$ cat config.mk
export PLATFORM = sky130hd
export DESIGN_NAME = xlat_walker
export DESIGN_NICKNAME = d
export VERILOG_FILES = /design/src/rtl/xlat_walker.sv
export SDC_FILE = /design/constraint.sdc
export NUM_CORES = 1
export LEC_CHECK = 0
export CAP_MARGIN = 10
export CORE_MARGIN = 2
export CORE_UTILIZATION = 58
export CTS_CLUSTER_SIZE = 25
export DETAILED_ROUTE_END_ITERATION = 12
export GPL_TIMING_DRIVEN = 0
export PLACE_DENSITY = 0.8
export SETUP_SLACK_MARGIN = 0.1
export SKIP_CTS_REPAIR_TIMING = 1
export SYNTH_ARGS = -nofsm -noshare
export SYNTH_HDL_FRONTEND = slang
export SYNTH_SLANG_ARGS = --single-unit
$ cat constraint.sdc
create_clock -name clk -period 7.45 [get_ports clk]
set_clock_uncertainty 0.2 [all_clocks]
set_input_delay 1.1175 -clock clk [delete_from_list [all_inputs] [get_ports clk]]
set_output_delay 1.1175 -clock clk [all_outputs]
set_load 0.01 [all_outputs]
$ cat src/rtl/xlat_walker.sv
`timescale 1ns/1ps
module xlat_walker #(
  parameter int TLB_N = 8
) (
  input  logic        clk,
  input  logic        rst_n,
  input  logic        req_valid,
  output logic        req_ready,
  input  logic [31:0] req_vaddr,
  input  logic        req_store,
  input  logic        req_user,
  input  logic [31:0] ptbr,
  input  logic        flush,
  output logic        mem_req,
  output logic [31:0] mem_addr,
  input  logic        mem_ack,
  input  logic [31:0] mem_rdata,
  output logic        resp_valid,
  output logic        resp_fault,
  output logic [31:0] resp_paddr
);
  localparam int IW = (TLB_N > 1) ? $clog2(TLB_N) : 1;

  typedef enum logic [1:0] {S_IDLE, S_TOP, S_LEAF} st_t;
  st_t st;

  logic [TLB_N-1:0] t_v, t_w, t_u;
  logic [19:0]      t_vpn [TLB_N];
  logic [19:0]      t_ppn [TLB_N];
  logic [IW-1:0]    vic;

  logic [31:0] va_q;
  logic        store_q, user_q;
  logic [19:0] base_q;

  logic          hit;
  logic [IW-1:0] hidx;

  function automatic logic denied(input logic s, input logic u, input logic w_ok, input logic u_ok);
    return (s & ~w_ok) | (u & ~u_ok);
  endfunction

  always_comb begin
    hit  = 1'b0;
    hidx = '0;
    for (int i = 0; i < TLB_N; i++)
      if (t_v[i] && t_vpn[i] == req_vaddr[31:12]) begin
        hit  = 1'b1;
        hidx = IW'(i);
      end
  end

  assign req_ready = (st == S_IDLE);
  assign mem_req   = (st != S_IDLE);
  assign mem_addr  = (st == S_TOP) ? {base_q, va_q[31:22], 2'b00}
                                   : {base_q, va_q[21:12], 2'b00};

  wire hit_bad  = denied(req_store, req_user, t_w[hidx], t_u[hidx]);
  wire leaf_bad = ~mem_rdata[0] | denied(store_q, user_q, mem_rdata[2], mem_rdata[1]);

  always_ff @(posedge clk or negedge rst_n) begin
    if (!rst_n) begin
      st         <= S_IDLE;
      t_v        <= '0;
      t_w        <= '0;
      t_u        <= '0;
      vic        <= '0;
      va_q       <= '0;
      store_q    <= 1'b0;
      user_q     <= 1'b0;
      base_q     <= '0;
      resp_valid <= 1'b0;
      resp_fault <= 1'b0;
      resp_paddr <= '0;
    end else begin
      resp_valid <= 1'b0;
      if (flush) t_v <= '0;
      case (st)
        S_IDLE: if (req_valid) begin
          if (hit) begin
            resp_valid <= 1'b1;
            resp_fault <= hit_bad;
            resp_paddr <= hit_bad ? 32'd0 : {t_ppn[hidx], req_vaddr[11:0]};
          end else begin
            va_q    <= req_vaddr;
            store_q <= req_store;
            user_q  <= req_user;
            base_q  <= ptbr[31:12];
            st      <= S_TOP;
          end
        end
        S_TOP: if (mem_ack) begin
          if (!mem_rdata[0]) begin
            resp_valid <= 1'b1;
            resp_fault <= 1'b1;
            resp_paddr <= '0;
            st         <= S_IDLE;
          end else begin
            base_q <= mem_rdata[31:12];
            st     <= S_LEAF;
          end
        end
        S_LEAF: if (mem_ack) begin
          resp_valid <= 1'b1;
          resp_fault <= leaf_bad;
          resp_paddr <= leaf_bad ? 32'd0 : {mem_rdata[31:12], va_q[11:0]};
          if (!leaf_bad) begin
            t_v[vic]   <= 1'b1;
            t_w[vic]   <= mem_rdata[2];
            t_u[vic]   <= mem_rdata[1];
            t_vpn[vic] <= va_q[31:12];
            t_ppn[vic] <= mem_rdata[31:12];
            vic        <= (vic == IW'(TLB_N - 1)) ? '0 : vic + 1'b1;
          end
          st <= S_IDLE;
        end
        default: st <= S_IDLE;
      endcase
    end
  end
endmodule

==> impl_metrics.yaml, run 1 <==
layout:
  mostFrequentLayoutCell: "edfxtp_1"
  stdcell_area_um2: 22300
  post-route-util: 0.702
  multiInputGateArea_um2: 5830
  ff_latch_area_um2: 12500
  num_antenna_cells: 0
  syn2layout_area_growth_pct: 18.6
  nFillCells: 2080
  most-common-layout-cells: "320 x edfxtp_1, 126 x clkdlybuf4s50_1, 117 x dfrtp_1"
  stdcell_count: 2016
  fin_nets: 1657
  drive_gt1_frac: 0.151
power_and_ir_drop:
  netSwitchingPower_mw: 1.99
  fin_total_pwr_mw: 6.86
  power_density_nw_per_um2: 307
  p_comb_frac: 0.214
  p_clk_frac: 0.302
  peakVddDrop_uv: 183
  p_int_mw: 4.87
  leakagePower_nw: 7.79
  switching_share: 0.290
  p_seq_frac: 0.484
worst_hold_path:
  hold_depth: 2
  hold_path.class: "register to register"
  min_from: "va_q[9]"
  min_to: "va_q[9]"
die:
  dieWidth_um: 184
  fp.dieH_um: 184
  num_rows: 65
  die-area_um2: 33900
  design.core.area_um2: 31800
  top_level_ports: 171
  initial_core_util: 0.592
clocking:
  clock-sinks: 437
  clockBufferDepth: 3
  h-tree-depth: 2
  cts_root_buf: "clkbuf_16"
  clock_latency_ns: 0.55
  cts_tree: "yes"
  cts_made_buffers: 43
  clk_pin_slew_ns: 0.06
critical_path:
  cp_max_fo: 10
  reg2reg_from: "t_vpn[7][14]"
  critPathArrivalTime_ns: 3.43
  end_kind: "output port"
  reg2regPathDepth: 13
  crit_type: "register to output port"
  cp_data_required_time_ns: 6.13
  r2r_setup_slack_ns: 3.21
  r2r_end: "resp_paddr[13]"
  start_kind: "register"
placed_design:
  gp_congestion: 0.939
  dpl.cell_count: 1938
  port_buffers: 127
  place_area_um2: 21000
  dp_hpwl_um: 33500
grt:
  grt-ovfl-total: 0
  grt_usage: 0.291
  antenna_found_initial: 0
  grt_pass1_wl_um: 72900
  grt_pass1_vias: 12338
  grt_max_degree: 76
detailed_routing:
  vias: 12201
  wl_per_cell_um: 24.0
  firstDrtPassIters: 5
  antenna_left: 0
  drc: 0
  wirelength_um: 48300
  drt_iter0_markers: 1397
  via_per_inst: 6.05
sta:
  fmax_mhz: 211
  drv_slew: 0
  setup_viol: 0
  rsz0062_at_grt: "false"
  max-slew-margin-rel: 0.364
  period_needed_ns: 4.75
  finalHoldViolCount: 0
  worst_pin_slew_ns: 0.954
  fin_crit_sh: 0.637
synthesis:
  synth-main-ff-cell: "edfxtp_1"
  syn_inst: 1352
  ys_ff_latch: 437
  syn_avg_cell_area_um2: 13.9
  async_reset_ff_frac: 0.268
  ys_warn_count: 0
  yosysSeqAreaShare: 0.666
  synth_edf_count: 320
  ys_types: 62
  syn_area_um2: 18800
run_status:
  outcome: "finished clean"
flow_run:
  drv_cap: 0
==> through the flow <==
| stage | hold slack (ns) | setup TNS [ns] | setup WS [ns] |
|---|---|---|---|
| 2_1_floorplan | 0.246 | 0 | 0.928 |
| 3_3_place_gp | 0.262 | -1322.78 | -7.30 |
| 3_5_place_dp | 0.270 | 0 | 2.39 |
| 4_1_cts | 0.284 | 0 | 2.69 |
| 5_1_grt | 0.309 | 0 | 2.60 |
| 6_report | 0.282 | 0 | 2.70 |
==> power by group through the flow <==
stage | sequential (mW) | clock, mW | combinational (mW)
final | 3.32 | 2.07 | 1.47
after global routing | 3.35 | 2.18 | 1.59
after CTS | 3.31 | 2.08 | 1.47
after detailed placement | 3.35 | 0 | 1.46
after global placement | 3.34 | 0 | 1.41
after floorplan | 3.28 | 0 | 0.754
==> worst max-delay path, stage by stage (launching register included) <==
cell and delay, ns:
dfrtp_1 0.40, inv_1 0.10, ha_1 0.15, clkbuf_1 0.51, clkbuf_1 0.77, mux2_2 0.47, clkdlybuf4s50_1 0.49
==> cell usage after synthesis, drive strengths merged, types with 5 or more instances <==
cell type	instances	area (um2)
a21oi	47	235
a221oi	20	175
and2	5	31.3
buf	42	260
clkbuf	36	136
dfrtp	117	2930
edfxtp	320	9610
ha	6	75.1
inv	33	124
mux2	64	721
mux2i	40	400
nand2	106	398
nand3	18	90.1
nand4	43	269
nor2	95	357
nor3	26	135
nor3b	5	37.5
nor4	22	138
nor4b	6	52.6
o211ai	22	170
o21ai	36	184
o221ai	32	462
xnor2	113	1010
xor2	47	412
==> final cells by class <==
cell class / instances / area share
well taps: 435 / 0.0244
inverters: 33 / 0.00555
repair buffers: 150 / 0.0708
plain buffers: 78 / 0.0178
clock buffers: 66 / 0.0539
multi-input cells: 805 / 0.261
flip-flops and latches: 437 / 0.562
clock inverters: 12 / 0.00510
==> sequential cells by signal (all words and copies together) (netlist names), 2 cells and up <==
signal	flops
base_q	20
t_w	8
t_u	8
va_q	32
st	2
resp_paddr	32
t_vpn	160
t_ppn	160
vic	3
t_v	8
==> how the worst max path moves through the flow <==
stage / startpoint / endpoint / slack, ns
after CTS: st[1] / mem_addr[9] / 2.69
after detailed placement: req_vaddr[16] / base_q[12] / 2.39
final: st[1] / mem_addr[9] / 2.70
after floorplan: mem_rdata[1] / t_ppn[2][0] / 0.93
after global routing: st[1] / mem_addr[9] / 2.60
after global placement: rst_n / t_vpn[0][8] / -7.30
==> kinds of logic (layout without fill, tap and decap cells) <==
| family | count (synthesis) | in the layout | synth area share |
|---|---|---|---|
| other | 1 | 2 | 0.000199 |
| DFF | 437 | 437 | 0.666 |
| and+or+nand+nor | 358 | 358 | 0.0933 |
| buffers and inverters | 111 | 339 | 0.0276 |
| AOI/OAI and AO/OA | 175 | 175 | 0.0740 |
| adders and majority gates | 6 | 6 | 0.00399 |
| xor gates and xnor gates | 160 | 160 | 0.0756 |
| muxes | 104 | 104 | 0.0595 |
==> routing by layer <==
metal  global-route usage  vias to the layer above  share of wire
met3               0.0630                      128          0.092
met4                0.116                        0          0.040
met5                    0                        -              0
li1                     -                     5399              -
met1                0.374                     6006           0.38
met2                0.485                      668           0.48
Power figures use the tool's default switching activity.
==> run 2: changes to the inputs <==
--- a/config.mk
+++ b/config.mk
@@ -7,11 +7,11 @@
 export LEC_CHECK = 0
 export CAP_MARGIN = 10
 export CORE_MARGIN = 2
-export CORE_UTILIZATION = 58
+export CORE_UTILIZATION = 52
 export CTS_CLUSTER_SIZE = 25
 export DETAILED_ROUTE_END_ITERATION = 12
 export GPL_TIMING_DRIVEN = 0
-export PLACE_DENSITY = 0.8
+export PLACE_DENSITY = 0.76
 export SETUP_SLACK_MARGIN = 0.1
 export SKIP_CTS_REPAIR_TIMING = 1
 export SYNTH_ARGS = -nofsm -noshare
==> constraint.sdc (replaced) <==
create_clock -name clk -period 4.3 [get_ports clk]
set_clock_uncertainty 0.2 [all_clocks]
set_input_delay 0.645 -clock clk [delete_from_list [all_inputs] [get_ports clk]]
set_output_delay 0.645 -clock clk [all_outputs]
set_load 0.01 [all_outputs]
==> run 2 against run 1 <==
Compared with the run above: the flow now finishes with violations (DRC); clock-buffer cell count is 1 lower; first-iteration DRC count is 23% lower; via count is 1.3% lower; critical path type is now register to register; clock power is 93% higher; final cell count is 1.1% higher; global-route usage is 2.8 points lower; flip-flop and latch count stayed put; wire length is 1.7% higher; register-to-register slack worse by 3.0 ns.
==> impl_metrics.yaml, run 2 (synthesized netlist as in run 1, its figures left out) <==
run_status:
  outcome: "finished with violations"
  violations: "DRC"
clocking:
  clock-sinks: 437
  clk_pin_slew_ns: 0.06
  cts_root_buf: "clkbuf_16"
  clockBufferDepth: 3
  clock_latency_ns: 0.54
  cts_made_buffers: 44
  cts_tree: "yes"
  h-tree-depth: 2
critical_path:
  critPathArrivalTime_ns: 4.31
  cp_max_fo: 10
  crit_type: "register to register"
  end_kind: "register"
  r2r_setup_slack_ns: 0.24
  reg2regPathDepth: 10
  reg2reg_from: "t_vpn[7][17]"
  cp_data_required_time_ns: 4.55
  r2r_end: "resp_paddr[12]"
  start_kind: "register"
die:
  design.core.area_um2: 35700
  top_level_ports: 171
  fp.dieH_um: 194
  dieWidth_um: 194
  num_rows: 69
  die-area_um2: 37800
  initial_core_util: 0.528
detailed_routing:
  via_per_inst: 5.91
  vias: 12038
  antenna_left: 0
  drc: 4
  drt_iter0_markers: 1073
  wirelength_um: 49100
  firstDrtPassIters: 9
  wl_per_cell_um: 24.1
worst_hold_path:
  min_from: "req_vaddr[29]"
  hold_depth: 2
  min_to: "va_q[29]"
  hold_path.class: "input port to register"
layout:
  top_regs: "t_ppn (160), t_vpn (160)"
  drive_gt1_frac: 0.153
  stdcell_count: 2038
  nFillCells: 2637
  stdcell_area_um2: 22600
  mostFrequentLayoutCell: "edfxtp_1"
  most-common-layout-cells: "320 x edfxtp_1, 126 x clkdlybuf4s50_1, 117 x dfrtp_1"
  fin_nets: 1650
  syn2layout_area_growth_pct: 19.8
  num_antenna_cells: 0
sta:
  fin_crit_sh: 0.944
  worst_pin_slew_ns: 1.07
  whs_ns: 0.240
  finalHoldViolCount: 0
  period_needed_ns: 4.06
  setup_viol: 0
  fmax_mhz: 246
  max-slew-margin-rel: 0.281
  drv_slew: 0
  rsz0062_at_grt: "true"
placed_design:
  gp_congestion: 0.879
  dp_hpwl_um: 34000
  place_area_um2: 21000
  dpl.cell_count: 1955
  port_buffers: 127
grt:
  grt_pass1_vias: 12233
  antenna_found_initial: 0
  grt_usage: 0.263
  grt_pass1_wl_um: 74500
  grt-ovfl-total: 0
  grt_max_degree: 87
power_and_ir_drop:
  fin_total_pwr_mw: 12.3
  peakVddDrop_uv: 416
  power_density_nw_per_um2: 546
  leakagePower_nw: 7.85
flow_run:
  drv_cap: 0
==> run 2: layout make-up <==
| cell class | count | area (um2) | share of cell area |
|---|---|---|---|
| well taps | 461 | 577 | 0.0256 |
| inverters | 33 | 124 | 0.00549 |
| flip-flops and latches | 437 | 12500 | 0.556 |
| multi-input cells | 805 | 5860 | 0.260 |
| clock inverters | 17 | 223 | 0.00987 |
| repair buffers | 142 | 1540 | 0.0684 |
| clock buffers | 65 | 1290 | 0.0574 |
| plain buffers | 78 | 398 | 0.0176 |
==> run 2: worst max-delay path, cell delays in order (launching register included) <==
cell      delay, ns
edfxtp_1       0.39
xnor2_1        0.46
nand4_1        0.15
nor4_1         0.48
nand4_1        0.57
nand2_1        0.24
a21oi_1        0.15
clkbuf_1       0.33
a221oi_1       0.49
o211ai_1       0.25
o221ai_1       0.25
==> run 2: how the worst max path moves through the flow <==
stage                        from              to  slack, ns  depth (start not counted)
CTS                 req_vaddr[25]  resp_paddr[12]       0.05                         12
floorplan            mem_rdata[1]     t_ppn[0][0]       -0.1                          6
global placement            rst_n    t_ppn[2][15]      -7.30                          3
detailed placement   mem_rdata[2]    t_ppn[4][17]      -0.44                          9
finish               t_vpn[7][17]  resp_paddr[12]       0.24                         10
global route         t_vpn[7][17]  resp_paddr[12]       0.09                         10
==> run 2: routing by layer <==
layer / track usage / share of wire / vias up
met5: 0 / 0 / -
met4: 0.0735 / 0.025 / 0
met3: 0.0528 / 0.089 / 83
met2: 0.443 / 0.49 / 547
met1: 0.349 / 0.40 / 6039
li1: - / - / 5369
==> run 2: per-stage QoR <==
stage	TNS (ns)	utilization	setup WS, ns
6_report	0	0.633	0.241
2_1_floorplan	-7.82	-	-0.0977
3_5_place_dp	-24.68	0.590	-0.445
5_1_grt	0	0.633	0.0864
3_3_place_gp	-2264.70	0.581	-7.30
4_1_cts	0	0.632	0.0488
==> run 2: power by group <==
| part | switching, mW | internal [mW] |
|---|---|---|
| logic | 1.34 | 1.18 |
| clock network | 1.59 | 2.39 |
| registers | 0.597 | 5.20 |
